**src/rtl/sdram_seq_pkg.sv**
```systemverilog
package sdram_seq_pkg;
  localparam int MODE_W  = 7;
  localparam int LAT_MAX = 3;

  typedef enum logic [2:0] {
    CMD_NOP, CMD_MODE, CMD_READ, CMD_WRITE, CMD_STOP
  } cmd_e;

  typedef struct packed {
    logic [2:0] lat;
    logic       ilv;
    logic [2:0] bl;
  } mode_t;

  localparam mode_t MODE_RST = '{lat: 3'd1, ilv: 1'b0, bl: 3'd0};

  function automatic cmd_e decode_cmd(logic cs_n, logic ras_n, logic cas_n, logic we_n);
    if (cs_n) return CMD_NOP;
    case ({ras_n, cas_n, we_n})
      3'b000:  return CMD_MODE;
      3'b101:  return CMD_READ;
      3'b100:  return CMD_WRITE;
      3'b110:  return CMD_STOP;
      default: return CMD_NOP;
    endcase
  endfunction
endpackage

```
**src/rtl/sdram_mode_reg.sv**
```systemverilog
module sdram_mode_reg
  import sdram_seq_pkg::*;
#(
  parameter int COL_W = 8
) (
  input  logic                       clk_i,
  input  logic                       rst_ni,
  input  logic                       en_i,
  input  logic                       load_i,
  input  logic [MODE_W-1:0]          data_i,
  output logic [1:0]                 lat_o,
  output logic                       ilv_o,
  output logic                       full_o,
  output logic [COL_W-1:0]           mask_o
);
  mode_t mode_q;

  always_ff @(posedge clk_i or negedge rst_ni) begin
    if (!rst_ni)            mode_q <= MODE_RST;
    else if (en_i && load_i) mode_q <= mode_t'(data_i);
  end

  always_comb begin
    if (mode_q.lat == 3'd0)      lat_o = 2'd1;
    else if (mode_q.lat > 3'd3)  lat_o = 2'd3;
    else                         lat_o = mode_q.lat[1:0];
  end

  assign ilv_o  = mode_q.ilv;
  assign full_o = (mode_q.bl == 3'd7);

  always_comb begin
    case (mode_q.bl)
      3'd1:    mask_o = COL_W'(1);
      3'd2:    mask_o = COL_W'(3);
      3'd3:    mask_o = COL_W'(7);
      3'd7:    mask_o = '1;
      default: mask_o = '0;
    endcase
  end

  assert_mode_load_R2: assert property (@(posedge clk_i) disable iff (!rst_ni)
    en_i && load_i |=> mode_q == $past(data_i));
endmodule

```
**src/rtl/sdram_burst_gen.sv**
```systemverilog
module sdram_burst_gen #(
  parameter int COL_W = 8
) (
  input  logic             clk_i,
  input  logic             rst_ni,
  input  logic             en_i,
  input  logic             start_i,
  input  logic             stop_i,
  input  logic [COL_W-1:0] col_i,
  input  logic [COL_W-1:0] mask_i,
  input  logic             ilv_i,
  input  logic             full_i,
  output logic             vld_o,
  output logic [COL_W-1:0] col_o,
  output logic             act_o
);
  logic [COL_W-1:0] start_q, cnt_q, mask_q;
  logic             ilv_q, full_q;

  function automatic logic [COL_W-1:0] beat_col(logic [COL_W-1:0] s, logic [COL_W-1:0] n,
                                                logic [COL_W-1:0] m, logic x);
    logic [COL_W-1:0] off;
    off = x ? (s ^ n) : (s + n);
    return (s & ~m) | (off & m);
  endfunction

  always_ff @(posedge clk_i or negedge rst_ni) begin
    if (!rst_ni) begin
      act_o <= 1'b0; vld_o <= 1'b0; col_o <= '0;
      start_q <= '0; cnt_q <= '0; mask_q <= '0; ilv_q <= 1'b0; full_q <= 1'b0;
    end else if (en_i) begin
      if (start_i) begin
        start_q <= col_i;
        cnt_q   <= COL_W'(1);
        mask_q  <= mask_i;
        ilv_q   <= ilv_i & ~full_i;  // full page is always linear
        full_q  <= full_i;
        col_o   <= col_i;
        vld_o   <= 1'b1;
        act_o   <= full_i | (mask_i != '0);
      end else if (stop_i) begin
        act_o <= 1'b0;
        vld_o <= 1'b0;
      end else if (act_o) begin
        col_o <= beat_col(start_q, cnt_q, mask_q, ilv_q);
        vld_o <= 1'b1;
        cnt_q <= cnt_q + COL_W'(1);
        if (!full_q && cnt_q == mask_q) act_o <= 1'b0;
      end else begin
        vld_o <= 1'b0;
      end
    end
  end

  assert_beat_bound_R4: assert property (@(posedge clk_i) disable iff (!rst_ni)
    act_o && !full_q |-> cnt_q <= mask_q);
  assert_in_block_R5: assert property (@(posedge clk_i) disable iff (!rst_ni)
    vld_o && !full_q |-> (col_o & ~mask_q) == (start_q & ~mask_q));
  assert_next_beat_R11: assert property (@(posedge clk_i) disable iff (!rst_ni)
    en_i && act_o && !stop_i |=> vld_o);
endmodule

```
**src/rtl/sdram_lat_pipe.sv**
```systemverilog
module sdram_lat_pipe
  import sdram_seq_pkg::*;
#(
  parameter int COL_W = 8
) (
  input  logic             clk_i,
  input  logic             rst_ni,
  input  logic             en_i,
  input  logic [1:0]       lat_i,
  input  logic             act_i,
  input  logic             vld_i,
  input  logic [COL_W-1:0] col_i,
  output logic             vld_o,
  output logic [COL_W-1:0] col_o,
  output logic             busy_o
);
  logic [LAT_MAX-1:1]            vld_q;
  logic [LAT_MAX-1:1][COL_W-1:0] col_q;

  always_ff @(posedge clk_i or negedge rst_ni) begin
    if (!rst_ni) begin
      vld_q <= '0;
      col_q <= '0;
    end else if (en_i) begin
      vld_q[1] <= vld_i;
      col_q[1] <= col_i;
      for (int i = 2; i < LAT_MAX; i++) begin
        vld_q[i] <= vld_q[i-1];
        col_q[i] <= col_q[i-1];
      end
    end
  end

  always_comb begin
    vld_o  = vld_i;
    col_o  = col_i;
    busy_o = act_i | vld_i;
    for (int i = 1; i < LAT_MAX; i++) begin
      if (int'(lat_i) == i + 1) begin
        vld_o = vld_q[i];
        col_o = col_q[i];
      end
      if (i < int'(lat_i)) busy_o = busy_o | vld_q[i];
    end
  end

  assert_valid_busy_R4: assert property (@(posedge clk_i) disable iff (!rst_ni)
    vld_o |-> busy_o);
endmodule

```
**src/rtl/sdram_burst_seq.sv**
```systemverilog
module sdram_burst_seq
  import sdram_seq_pkg::*;
#(
  parameter int ADDR_W = 12,
  parameter int COL_W  = 8
) (
  input  logic              clk_i,
  input  logic              rst_ni,
  input  logic              cke_i,
  input  logic              cs_ni,
  input  logic              ras_ni,
  input  logic              cas_ni,
  input  logic              we_ni,
  input  logic [ADDR_W-1:0] addr_i,
  output logic [COL_W-1:0]  col_o,
  output logic              dvalid_o,
  output logic              busy_o
);
  cmd_e             cmd;
  logic [1:0]       lat;
  logic             ilv, full, g_vld, g_act;
  logic [COL_W-1:0] mask, g_col;

  assign cmd = decode_cmd(cs_ni, ras_ni, cas_ni, we_ni);

  sdram_mode_reg #(.COL_W(COL_W)) u_mode (
    .clk_i, .rst_ni, .en_i(cke_i), .load_i(cmd == CMD_MODE),
    .data_i(addr_i[MODE_W-1:0]), .lat_o(lat), .ilv_o(ilv), .full_o(full), .mask_o(mask)
  );

  sdram_burst_gen #(.COL_W(COL_W)) u_gen (
    .clk_i, .rst_ni, .en_i(cke_i),
    .start_i(cmd == CMD_READ || cmd == CMD_WRITE), .stop_i(cmd == CMD_STOP),
    .col_i(addr_i[COL_W-1:0]), .mask_i(mask), .ilv_i(ilv), .full_i(full),
    .vld_o(g_vld), .col_o(g_col), .act_o(g_act)
  );

  sdram_lat_pipe #(.COL_W(COL_W)) u_pipe (
    .clk_i, .rst_ni, .en_i(cke_i), .lat_i(lat), .act_i(g_act),
    .vld_i(g_vld), .col_i(g_col), .vld_o(dvalid_o), .col_o(col_o), .busy_o(busy_o)
  );

  assert_freeze_R10: assert property (@(posedge clk_i) disable iff (!rst_ni)
    !cke_i |=> $stable(col_o) && $stable(dvalid_o) && $stable(busy_o));
endmodule

```
**config.mk**
```make
export PLATFORM = sky130hd
export DESIGN_NAME = sdram_burst_seq
export DESIGN_NICKNAME = d
export VERILOG_FILES = /design/src/rtl/sdram_seq_pkg.sv /design/src/rtl/sdram_mode_reg.sv /design/src/rtl/sdram_burst_gen.sv /design/src/rtl/sdram_lat_pipe.sv /design/src/rtl/sdram_burst_seq.sv
export SDC_FILE = /design/constraint.sdc
export NUM_CORES = 1
export LEC_CHECK = 0
export CAP_MARGIN = 0
export CORE_AREA = 4 4 82 84
export CTS_CLUSTER_DIAMETER = 50
export DETAILED_ROUTE_END_ITERATION = 7
export DIE_AREA = 0 0 86 88
export PLACE_DENSITY = 0.82
export SLEW_MARGIN = 5
export SYNTH_ARGS = -nofsm -noshare
export SYNTH_HDL_FRONTEND = slang
export SYNTH_HIERARCHICAL = 1
export SYNTH_SLANG_ARGS = --single-unit
```
**constraint.sdc**
```tcl
create_clock -name clk_i -period 4.8 [get_ports clk_i]
set_input_delay 0.48 -clock clk_i [delete_from_list [all_inputs] [get_ports clk_i]]
set_output_delay 0.48 -clock clk_i [all_outputs]
set_load 0.1 [all_outputs]
```
=== After elaboration in Yosys (flattened, before gate mapping) ===
Index checks and enable logic that the tools add are counted.
W data, S select, Z words.

* Word-level logic and storage cells: 82
* Output and inout port bits: 10
* Bits of input ports: 19
* Register bits: 61

* Reduce and logical (&&, ||, !) cells: 10
* Eq/ne operators: 15
* Bitwise operators: 11
* Multiplexer cells: 27
* Add/subtract/negate cells: 2
* Magnitude comparators: 3

{| class="wikitable"
|+ Operators with widths
! cell !! number
|-
| $mux W8 || 9
|-
| $pmux W8 S4 || 1
|-
| $and A8 B8 Y8 || 2
|-
| $eq A3 B3 Y1 const B || 5
|-
| $eq A3 B2 Y1 const B || 4
|-
| $mux W1 || 12
|-
| $pmux W3 S4 || 1
|-
| $add A8 B1 Y8 const B || 1
|-
| $add A8 B8 Y8 || 1
|-
| $eq A8 B8 Y1 || 1
|-
| $not A8 Y8 || 1
|-
| $or A8 B8 Y8 || 1
|-
| $reduce_bool A8 Y1 || 1
|-
| $xor A8 B8 Y8 || 1
|-
| $eq A3 B1 Y1 const B || 2
|-
| $logic_not A3 Y1 || 2
|-
| $mux W3 || 2
|-
| $mux W2 || 2
|-
| $or A1 B1 Y1 || 4
|-
| $gt A3 B2 Y1 const B || 1
|-
| $reduce_and A3 Y1 || 1
|-
| $eq A2 B1 Y1 const B || 1
|-
| $eq A2 B2 Y1 const B || 1
|-
| $logic_and A1 B1 Y1 || 2
|-
| 9 further kinds || 9
|}

=== Logic depth before layout (Yosys ltp) ===
Gate-level depths: netlist of run 1.

* Depth after elaboration: 7
* Mapped depth: 9
* Gate-level depth less buffers: 9

=== Cells and area by module ===
The synthesis of run 1 kept the hierarchy.

{| class="wikitable"
|+ Modules (own cells, without submodules)
! module !! cells each !! seq. area each (µm²) !! area an instance (µm²) !! instances
|-
| sdram_burst_gen || 236 || 900.9 || 2053.2 || 1
|-
| sdram_lat_pipe || 70 || 450.4 || 922.1 || 1
|-
| sdram_mode_reg || 28 || 176.4 || 349.1 || 1
|-
| sdram_burst_seq || 3 || 0.0 || 32.5 || 1
|}

=== Worst setup path after synthesis of run 1 ===
Ideal clock, no wire load.

* Kind: register -> output
* Start: reg u_mode/mode_q[4] (netlist bit)
* End: out dvalid_o
* Buffers on the path: 1
* Cell stages (with the launch flop): 5
* Required time: 4.320 ns
* Arrival: 2.480 ns
* Path slack: 1.840 ns
* Cells stage by stage: dfstp_2 or3b_1 buf_6 mux2i_1 a21oi_1

* Cells in the longest elaborated chain, start to end: 6
* Elaborated cells between the ends (all ways): 8
* Classes of those cells: order compare (1); eq/ne (2); mux (4); reduce/logical (1)

{| class="wikitable"
|+ RTL lines
! item !! line !! source
|-
| start: declaration || sdram_mode_reg.sv:16 || <nowiki>mode_t mode_q;</nowiki>
|-
| start signal: assignment || sdram_mode_reg.sv:20 || <nowiki>else if (en_i && load_i) mode_q <= mode_t'(data_i);</nowiki>
|-
| $gt A3 B2 Y1 || sdram_mode_reg.sv:25 || <nowiki>else if (mode_q.lat > 3'd3) lat_o = 2'd3;</nowiki>
|-
| $mux W2 || sdram_mode_reg.sv:25 ||
|-
| $mux W2 * || sdram_mode_reg.sv:24 || <nowiki>if (mode_q.lat == 3'd0) lat_o = 2'd1;</nowiki>
|-
| net lat[0] || sdram_burst_seq.sv:20 || <nowiki>logic [1:0] lat;</nowiki>
|-
| $eq A2 B2 Y1 || sdram_lat_pipe.sv:39 || <nowiki>if (int'(lat_i) == i + 1) begin</nowiki>
|-
| $mux W1 || sdram_lat_pipe.sv:39 ||
|-
| $mux W1 * || sdram_lat_pipe.sv:39 ||
|-
| end: declaration || sdram_burst_seq.sv:16 || <nowiki>output logic dvalid_o,</nowiki>
|}

Mark *: on every way through the listed nets, which the timed path passes. The rest lies on a longest branch.

=== Worst setup path after layout of run 1 ===
* Start: reg u_mode/mode_q[6] (netlist bit)
* End: out busy_o

* Cells in the longest elaborated chain, start to end: 7
* Elaborated cells between the ends (all ways): 9
* Classes of those cells: order compare (3); mux (4); bitwise (1); reduce/logical (1)

{| class="wikitable"
|+ RTL lines
! item !! line !! source
|-
| $gt A3 B2 Y1 || sdram_mode_reg.sv:25 ||
|-
| $mux W2 || sdram_mode_reg.sv:25 ||
|-
| $mux W2 * || sdram_mode_reg.sv:24 ||
|-
| net lat[0] || sdram_burst_seq.sv:20 ||
|-
| $lt A1 B2 Y1 || sdram_lat_pipe.sv:43 || <nowiki>if (i < int'(lat_i)) busy_o = busy_o | vld_q[i];</nowiki>
|-
| $mux W1 || sdram_lat_pipe.sv:43 ||
|-
| $or A1 B1 Y1 || sdram_lat_pipe.sv:43 ||
|-
| $mux W1 * || sdram_lat_pipe.sv:43 ||
|-
| end: declaration || sdram_burst_seq.sv:17 || <nowiki>output logic busy_o</nowiki>
|}

Marked as above.

==> results of run 1 <==
[where the power goes]
group,internal [mW],switching [mW],leakage (nW)
sequential,0.679,0.160,0.770
combinational,0.378,0.634,0.932
clock,0.396,0.212,0.129
[final timing paths]
path	depth (start not counted)	from	slack, ns	to
min reg2reg	2	u_gen/col_o[1]	0.51	u_gen/col_o[1]
max reg2reg	9	u_gen/cnt_q[0]	2.36	u_gen/col_o[4]
max in group asynchronous	2	rst_ni	4.00	u_gen/ilv_q
min	2	rst_ni	0.30	u_pipe/col_q[0]
max	4	u_mode/mode_q[6]	1.44	busy_o
min in group clk_i	2	u_gen/col_o[1]	0.51	u_gen/col_o[1]
[worst max-delay path, cell delays in order, from the launching register on]
cell	delay [ns]
dfrtp_1	0.39
or3b_1	0.62
a21o_1	0.26
a211o_1	0.30
clkdlybuf4s50_1	0.97
[area by class of cell]
type                    count  area (um2)  area share, %
clock inverters             7         138           3.56
well taps                  75        93.8           2.43
inverters                   8        30.0          0.777
flip-flops and latches     61        1530           39.6
multi-input cells         250        1680           43.6
clock buffers               9         124           3.21
repair buffers             28         265           6.87
[metrics by stage]
step	cells	setup slack [ns]	power, mW	utilization, %	area (um2)
final	438	1.44	2.46	65.2	3860
after global routing	438	1.31	2.61	65.2	3860
after global placement	422	1.81	1.81	60.8	3600
after CTS	438	1.39	2.46	65.2	3860
after floorplan	337	1.84	1.64	-	3360
after detailed placement	422	1.79	1.85	60.8	3600
[cells by family (layout without fill, tap and decap cells)]
group | after synthesis | in the layout | synth area share [%]
AO/OA/AOI/OAI | 56 | 56 | 11.0
flip-flops | 61 | 61 | 45.5
adder cells (fa/ha/maj) | 9 | 9 | 3.58
AND/OR/NAND/NOR | 132 | 132 | 18.2
multiplexers | 36 | 36 | 12.8
buffers and inverters | 26 | 52 | 4.47
XOR/XNOR | 17 | 17 | 4.44
[layer usage]
layer / up-vias / track usage [%] / wire (um)
met5: - / 0 / 0
met4: 0 / 7.05 / 89
li1: 1215 / - / -
met2: 59 / 35.2 / 3550
met1: 1239 / 27.1 / 3230
met3: 9 / 5.27 / 348
[sequential cells by signal, summed over array words and instances, names as in the netlist]
name           cells
u_gen/ilv_q        1
u_gen/mask_q       8
u_mode/ilv_o       1
u_mode/mode_q      6
u_gen/cnt_q        8
u_gen/vld_o        1
u_gen/full_q       1
u_pipe/col_q      16
u_gen/start_q      8
u_pipe/vld_q       2
u_gen/act_o        1
u_gen/col_o        8
[cell usage in the layout, fill, tap and decap left out, types with 4 or more instances in the layout]
master,count
clkdlybuf4s50_1,23
mux2i_1,11
xor2_1,12
inv_1,8
nor2_1,28
bufinv_16,4
clkbuf_8,9
mux2_2,15
a21oi_1,19
o21ai_0,8
xnor2_1,5
ha_1,8
buf_4,4
and3_1,4
nand2_1,66
mux2_4,10
nand3_1,6
dfrtp_1,60
==> results.cfg, run 1 <==
[status]
status = finished, final reports clean

[detailed_routing]
drt-total-wl_um = 7220
drt-wirelength-per-cell_um = 16.5
drc = 0
vias_per_cell = 5.76
drt-initial-drc-count = 239
drtAntennaViolNets = 0
dr.pass1.iters = 4
vias = 2522

[worst_setup_path]
critPathKind = flip-flop to output port
start_kind = flip-flop
worstSetupEndpointType = output port
worst-path-max-fanout = 10
critical_path_required_ns = 4.32
worst-endpoint-arrival_ns = 2.88

[sta]
finalCriticalPeriod_ns = 3.36
setup_repair_after_global_routing_missed_its_margin = no
finalSetupTns_ns = 0
fmaxAchievable_ghz = 0.297
count_of_endpoints_failing_setup_in_the_final_report = 0
drv_slew = 0
worst-slew-pin-transition_ns = 0.971
timing.max_slew.rel_slack_pct = 35.1
finalHoldViolations = 0
fin_crit_sh_pct = 70.0
skew_ns = 0.0126
timing.hold.ws_ns = 0.304

[clock_tree]
post_cts_resized = 0
cts_max_level = 3
cts_buffer_depth = 2
clock_tree.root_cell = clkbuf_8
clock_latency_ns = 0.34
tritoncts.num_buffers = 9
cts_tree = done
cts.hold.buffers_added = 0
clk_transition_reported_paths_ns = 0.07
post_cts.repair.setup_buffers = 0
cts.sinks = 61

[logic_synthesis]
proportion_of_synthesized_flip_flops_having_asynchronous_set_or_reset_pct = 100
post-synth-top-area-cell = dfrtp_1
synth_common_cells = nand2_1, dfrtp_1, nor2_1, a21oi_1, mux2_2
ys.warnings.count = 6
synth_ff_type = dfrtp_1
ys_top_cells_by_area = dfrtp_1, nand2_1, mux2_2
avgSynthCellArea_um2 = 9.96
synth_area_um2 = 3360
syn-instance-count = 337
most_common_cell_in_the_netlist = nand2_1
post_synth_top_area_share_pct = 44.7
number_of_flops_mapped_to_enable_cells_by_yosys = 0
yosys_register_bits = 61
postSynthNetCount = 365
post_synth_num_cell_types = 58
register_area_share_after_synthesis_pct = 45.5

[floorplan]
die-height_um = 88
floorplan.initialDensity_pct = 56.7
core-area_um2 = 5920
die_width_um = 86
ioPinCount = 29
placementRows = 28
die_outline_area_um2 = 7570

[pwr]
power_leakage_nw = 1.83
power_density_nw_per_um2 = 637
worst_voltage_drop_across_the_vdd_grid_mv = 0.445

[final_layout]
n_fill_cell = 469
drive_gt1_share_pct = 14.9
antenna_cells_inserted = 0
finalNetCount = 386
area_growth_pct = 15.1

[grt]
global_route.overflow_total = 0
grt_max_degree = 62
grt_antenna_before_repair = 0
first_pass_grt_wire_length_um = 12200
global_route.usage.total_pct = 21.1
vias_in_the_first_global_route = 2444

[place]
place.gp.congestion = 0.839
detailedPlacementHpwl_um = 4860
place.port_buffers = 24

[job]
max_cap_violations = 0

[min_path]
timing.hold.worst.class = input port to asynchronous set/reset pin
Power figures use the tool's default switching activity.
==> run 2, diff against run 1 <==
==> constraint.sdc (replaced) <==
create_clock -name clk_i -period 3.1 [get_ports clk_i]
set_input_delay 0.31 -clock clk_i [delete_from_list [all_inputs] [get_ports clk_i]]
set_output_delay 0.31 -clock clk_i [all_outputs]
set_load 0.1 [all_outputs]
==> run 2 against run 1 <==
Against the previous run:
- clock-buffer cell count up 4
- via count increased by 0.87%
- critical path depth rose by 5
- critical endpoint is now u_gen/col_o[4]
- die area stayed put
- sequential cell count unchanged
- clock skew is 0.0014 ns lower
==> results.cfg, run 2 (synthesis results as in run 1) <==
[final_layout]
utilization_pct = 64.4
area_growth_pct = 13.6
multiInputGateArea_um2 = 1680
final-seq-area_um2 = 1530
largest_register_ffs = 16
finalNetCount = 388
most-common-layout-cells = nand2_1, dfrtp_1, nor2_1
antenna_cells_inserted = 0
max_flop_register = u_pipe/col_q
n_fill_cell = 488
leading_cell_type_in_the_layout_fill_and_taps_excluded = nand2_1
drive_gt1_share_pct = 17.8

[place]
dpl_worst_slack_ns = 0.697
place.gp.congestion = 0.883
detailedPlacementHpwl_um = 5010
place.port_buffers = 24

[status]
status = finished, final reports clean

[grt]
first_pass_grt_wire_length_um = 12000
vias_in_the_first_global_route = 2533
grt_use_met1_pct = 25.8
global_route.overflow_total = 0
grt_antenna_before_repair = 0
grt_max_degree = 51
global_route.usage.total_pct = 20.5
gr-usage-met3_pct = 3.86
use_met2_pct = 34.6
globalRoute.busiestLayer = met2

[floorplan]
floorplan.initialDensity_pct = 56.7
ioPinCount = 29
die_width_um = 86
core-area_um2 = 5920
die-height_um = 88
die_outline_area_um2 = 7570
placementRows = 28

[detailed_routing]
drc = 0
drtAntennaViolNets = 0
vias = 2544
drt-total-wl_um = 7030
drt-wirelength-per-cell_um = 16.0
vias_per_cell = 5.78
drt-initial-drc-count = 161
dr.pass1.iters = 5

[job]
max_cap_violations = 0

[worst_setup_path]
r2r-start = u_gen/cnt_q[0]
worst-endpoint-arrival_ns = 2.72
critical_path_required_ns = 3.36
worstReg2RegEnd = u_gen/col_o[4]
start_kind = flip-flop
reg2reg_depth = 9
setup.reg_to_reg.worst_slack_ns = 0.64
critPathKind = flip-flop to flip-flop
worstSetupEndpointType = flip-flop
worst-path-max-fanout = 7
setup.worst_path.start = u_gen/cnt_q[0]

[clock_tree]
clock_tree.root_cell = clkbuf_8
clk_transition_reported_paths_ns = 0.07
clock_latency_ns = 0.33
cts_tree = done
post_cts.repair.setup_buffers = 0
cts.hold.buffers_added = 0
post_cts_resized = 0
cts_max_level = 3
tritoncts.num_buffers = 9
cts_buffer_depth = 2
cts.sinks = 61

[sta]
fin_crit_sh_pct = 79.4
finalSetupTns_ns = 0
finalHoldViolations = 0
timing.hold.ws_ns = 0.191
timing.max_slew.rel_slack_pct = 26.1
count_of_endpoints_failing_setup_in_the_final_report = 0
skew_ns = 0.0112
setup_repair_after_global_routing_missed_its_margin = no
fmaxAchievable_ghz = 0.407
drv_slew = 0
finalCriticalPeriod_ns = 2.46
worst_slack_ns = 0.640
worst-slew-pin-transition_ns = 1.11

[min_path]
timing.hold.worst.class = input port to asynchronous set/reset pin

[pwr]
power_leakage_nw = 1.83
power_density_nw_per_um2 = 941
worst_voltage_drop_across_the_vdd_grid_mv = 0.763
[run 2: layout make-up]
cell class | instances | share of cell area [%]
clock buffers | 13 | 4.43
clock inverters | 3 | 1.12
inverters | 8 | 0.787
multi-input cells | 250 | 44.1
flip-flops and latches | 61 | 40.0
well taps | 75 | 2.46
repair buffers | 30 | 7.02
[run 2: metrics by stage]
step           area (um2)  power (mW)  instances
3_5_place_dp         3600        2.86        424
6_report             3810        3.59        440
5_1_grt              3810        3.81        440
4_1_cts              3810        3.61        440
2_1_floorplan        3360        2.54        337
3_3_place_gp         3600        2.80        424
[run 2: worst max-delay path by stage]
stage	slack (ns)	depth (start not counted)	endpoint
6_report	0.64	9	u_gen/col_o[4]
4_1_cts	0.65	4	busy_o
2_1_floorplan	0.31	4	dvalid_o
5_1_grt	0.55	9	u_gen/col_o[4]
3_3_place_gp	0.74	8	u_gen/act_o
3_5_place_dp	0.70	8	u_gen/col_o[3]
[run 2: report_power, final]
group	leakage (nW)	internal, mW	switching [mW]	total, mW
Combinational	0.954	0.568	0.990	1.56
Clock	0.106	0.436	0.295	0.732
Sequential	0.770	1.05	0.248	1.30
[run 2: worst max-delay path: stages, from the launching register on]
cell and delay, ns:
dfrtp_1 0.48, ha_1 0.25, inv_1 0.07, fa_1 0.40, and2b_1 0.22, o21ai_1 0.08, a21oi_2 0.17, xnor2_1 0.08
a2111oi_1 0.46, a221o_1 0.19
[run 2: metal layers]
layer / part of all wire (%) / vias to the layer above
met5: 0 / -
met4: 1.7 / 0
met3: 6.7 / 14
met2: 49 / 70
met1: 43 / 1240
li1: - / 1220
==> run 3, diff against run 2 <==
--- a/config.mk
+++ b/config.mk
@@ -6,11 +6,11 @@
 export NUM_CORES = 1
 export LEC_CHECK = 0
 export CAP_MARGIN = 0
-export CORE_AREA = 4 4 82 84
+export CORE_AREA = 4 4 86 88
 export CTS_CLUSTER_DIAMETER = 50
 export DETAILED_ROUTE_END_ITERATION = 7
-export DIE_AREA = 0 0 86 88
-export PLACE_DENSITY = 0.82
+export DIE_AREA = 0 0 90 92
+export PLACE_DENSITY = 0.78
 export SLEW_MARGIN = 5
 export SYNTH_ARGS = -nofsm -noshare
 export SYNTH_HDL_FRONTEND = slang
==> constraint.sdc (replaced) <==
create_clock -name clk_i -period 2.2 [get_ports clk_i]
set_input_delay 0.22 -clock clk_i [delete_from_list [all_inputs] [get_ports clk_i]]
set_output_delay 0.22 -clock clk_i [all_outputs]
set_load 0.1 [all_outputs]
==> run 3 against run 2 <==
Against the previous run:
- worst hold slack improved by 0.22 ns
- global-route usage decreased by 2.5 points
- register-to-register slack got worse by 0.56 ns
- final area increased by 8.7%
- critical path type unchanged
- largest cell class unchanged
==> results.cfg, run 3 (synthesis results as in run 1) <==
[status]
status = finished, final reports clean

[final_layout]
antenna_cells_inserted = 0
finalNetCount = 406
most-common-layout-cells = nand2_1, dfrtp_1, nor2_1
area_growth_pct = 23.5
n_fill_cell = 535
leading_cell_type_in_the_layout_fill_and_taps_excluded = nand2_1
final_cells = 463
largest_register_ffs = 16
drive_gt1_share_pct = 25.3
max_flop_register = u_pipe/col_q

[place]
placed_cells = 444
place.gp.congestion = 0.879
detailedPlacementHpwl_um = 5050
place.port_buffers = 24

[pwr]
power_density_nw_per_um2 = 1350
worst_voltage_drop_across_the_vdd_grid_mv = 0.471
power_leakage_nw = 1.97
totalPowerFinal_mw = 5.58

[clock_tree]
clock_latency_ns = 0.34
clock_tree.root_cell = clkbuf_8
cts_tree = done
tritoncts.num_buffers = 9
cts.sinks = 61
cts_buffer_depth = 2
clk_transition_reported_paths_ns = 0.08
cts_max_level = 3

[detailed_routing]
drt-total-wl_um = 7120
drt-initial-drc-count = 139
drt-wirelength-per-cell_um = 15.4
dr.pass1.iters = 4
vias_per_cell = 5.53
drtAntennaViolNets = 0
vias = 2559
drc = 0

[worst_setup_path]
critPathKind = flip-flop to flip-flop
critical_path_required_ns = 2.42
worst_path_max_delay_cell = dfrtp_1
start_kind = flip-flop
worst-endpoint-arrival_ns = 2.34
worstPathCellList = ha_2 > inv_1 > fa_2 > and2b_1 > o21ai_1 > a211o_1 > and3_1 > o221ai_1 > a31oi_1
worst_path_largest_cell_delay_ns = 0.38
worstSetupEndpointType = flip-flop
worst-path-max-fanout = 3

[floorplan]
die-height_um = 92
floorplan.initialDensity_pct = 50.5
core-area_um2 = 6640
placementRows = 30
die_width_um = 90
die_outline_area_um2 = 8280
ioPinCount = 29

[sta]
fin_crit_sh_pct = 96.5
count_of_endpoints_failing_setup_in_the_final_report = 0
finalCriticalPeriod_ns = 2.12
timing.max_slew.rel_slack_pct = 70.3
timing.hold.ws_ns = 0.411
finalHoldViolations = 0
skew_ns = 0.0116
fmaxAchievable_ghz = 0.471
drv_slew = 0
worst-slew-pin-transition_ns = 0.446

[min_path]
timing.hold.worst.class = input port to asynchronous set/reset pin

[grt]
global_route.usage.total_pct = 18.0
grt_max_degree = 62
grt_antenna_before_repair = 0
vias_in_the_first_global_route = 2476
global_route.overflow_total = 0
first_pass_grt_wire_length_um = 11800

[job]
max_cap_violations = 0
## run 3: cell count changes in the layout (fill, tap and decap cells not counted), moves of 3 or more
| cell | delta |
|---|---|
| a21oi_1 | -9 |
| a21oi_2 | +9 |
| buf_12 | +10 |
| buf_4 | +7 |
| clkbuf_8 | -3 |
| clkinv_4 | +4 |
## run 3: area by class of cell
type / count / area (um2) / area share [%]
Sequential cell: 61 / 1530 / 36.8
Timing Repair Buffer: 48 / 531 / 12.8
Tap cell: 80 / 100 / 2.41
Clock buffer: 9 / 124 / 2.99
Clock inverter: 7 / 100 / 2.41
Multi-Input combinational cell: 250 / 1730 / 41.8
Inverter: 8 / 30.0 / 0.724
## run 3: repair_timing
item | in CTS | in global routing
hold endpoints to repair | 60 | 0
endpoints found under the setup margin | 6 | 5
hold buffers | 1 | 0
gates resized for setup | 1 | 4
pin swaps | 0 | 2
gates cloned | 0 | 0
buffers inserted | 0 | 2
## run 3: final timing paths
path / from / cells past startpoint / slack (ns) / to
max: u_gen/start_q[0] / 9 / 0.08 / u_gen/col_o[6]
min: rst_ni / 3 / 0.41 / u_pipe/col_q[9]
max in group asynchronous: rst_ni / 3 / 1.48 / u_mode/mode_q[4]
max reg2reg: u_gen/start_q[0] / 9 / 0.08 / u_gen/col_o[6]
min reg2reg: u_gen/start_q[5] / 2 / 0.51 / u_gen/start_q[5]
min in group clk_i: addr_i[7] / 3 / 0.46 / u_gen/start_q[7]
## run 3: layer usage
metal / GRT usage (%) / share of wire [%] / up-vias
li1: - / - / 1253
met1: 23.6 / 47 / 1240
met2: 28.3 / 47 / 49
met3: 4.51 / 3.6 / 17
met4: 7.91 / 2.4 / 0
met5: 0 / 0 / -
## run 3: report_power, final
part / total, mW / internal, mW / switching (mW)
Clock: 1.11 / 0.643 / 0.463
Combinational: 2.66 / 1.15 / 1.52
Sequential: 1.81 / 1.48 / 0.326
Total: 5.58 / 3.27 / 2.31
## run 3: worst max-delay path: cells and delay by family (launching register included)
| family | cells | cell delay (ns) |
|---|---|---|
| AO/OA/AOI/OAI | 4 | 0.67 |
| adder cells (fa/ha/maj) | 2 | 0.53 |
| flip-flops | 1 | 0.38 |
| AND/OR/NAND/NOR | 2 | 0.37 |
| buffers and inverters | 1 | 0.05 |
## run 3: per-stage QoR
step | cell area, um2 | utilization [%] | setup TNS (ns) | setup slack [ns]
global placement | 3880 | 58.4 | 0 | 0.0399
floorplan | 3390 | - | 0 | 0.0650
global route | 4150 | 62.4 | -0.0308 | -0.0308
finish | 4150 | 62.4 | 0 | 0.0765
detailed placement | 3880 | 58.4 | 0 | 0.0178
CTS | 4120 | 62.0 | 0 | 0.00357
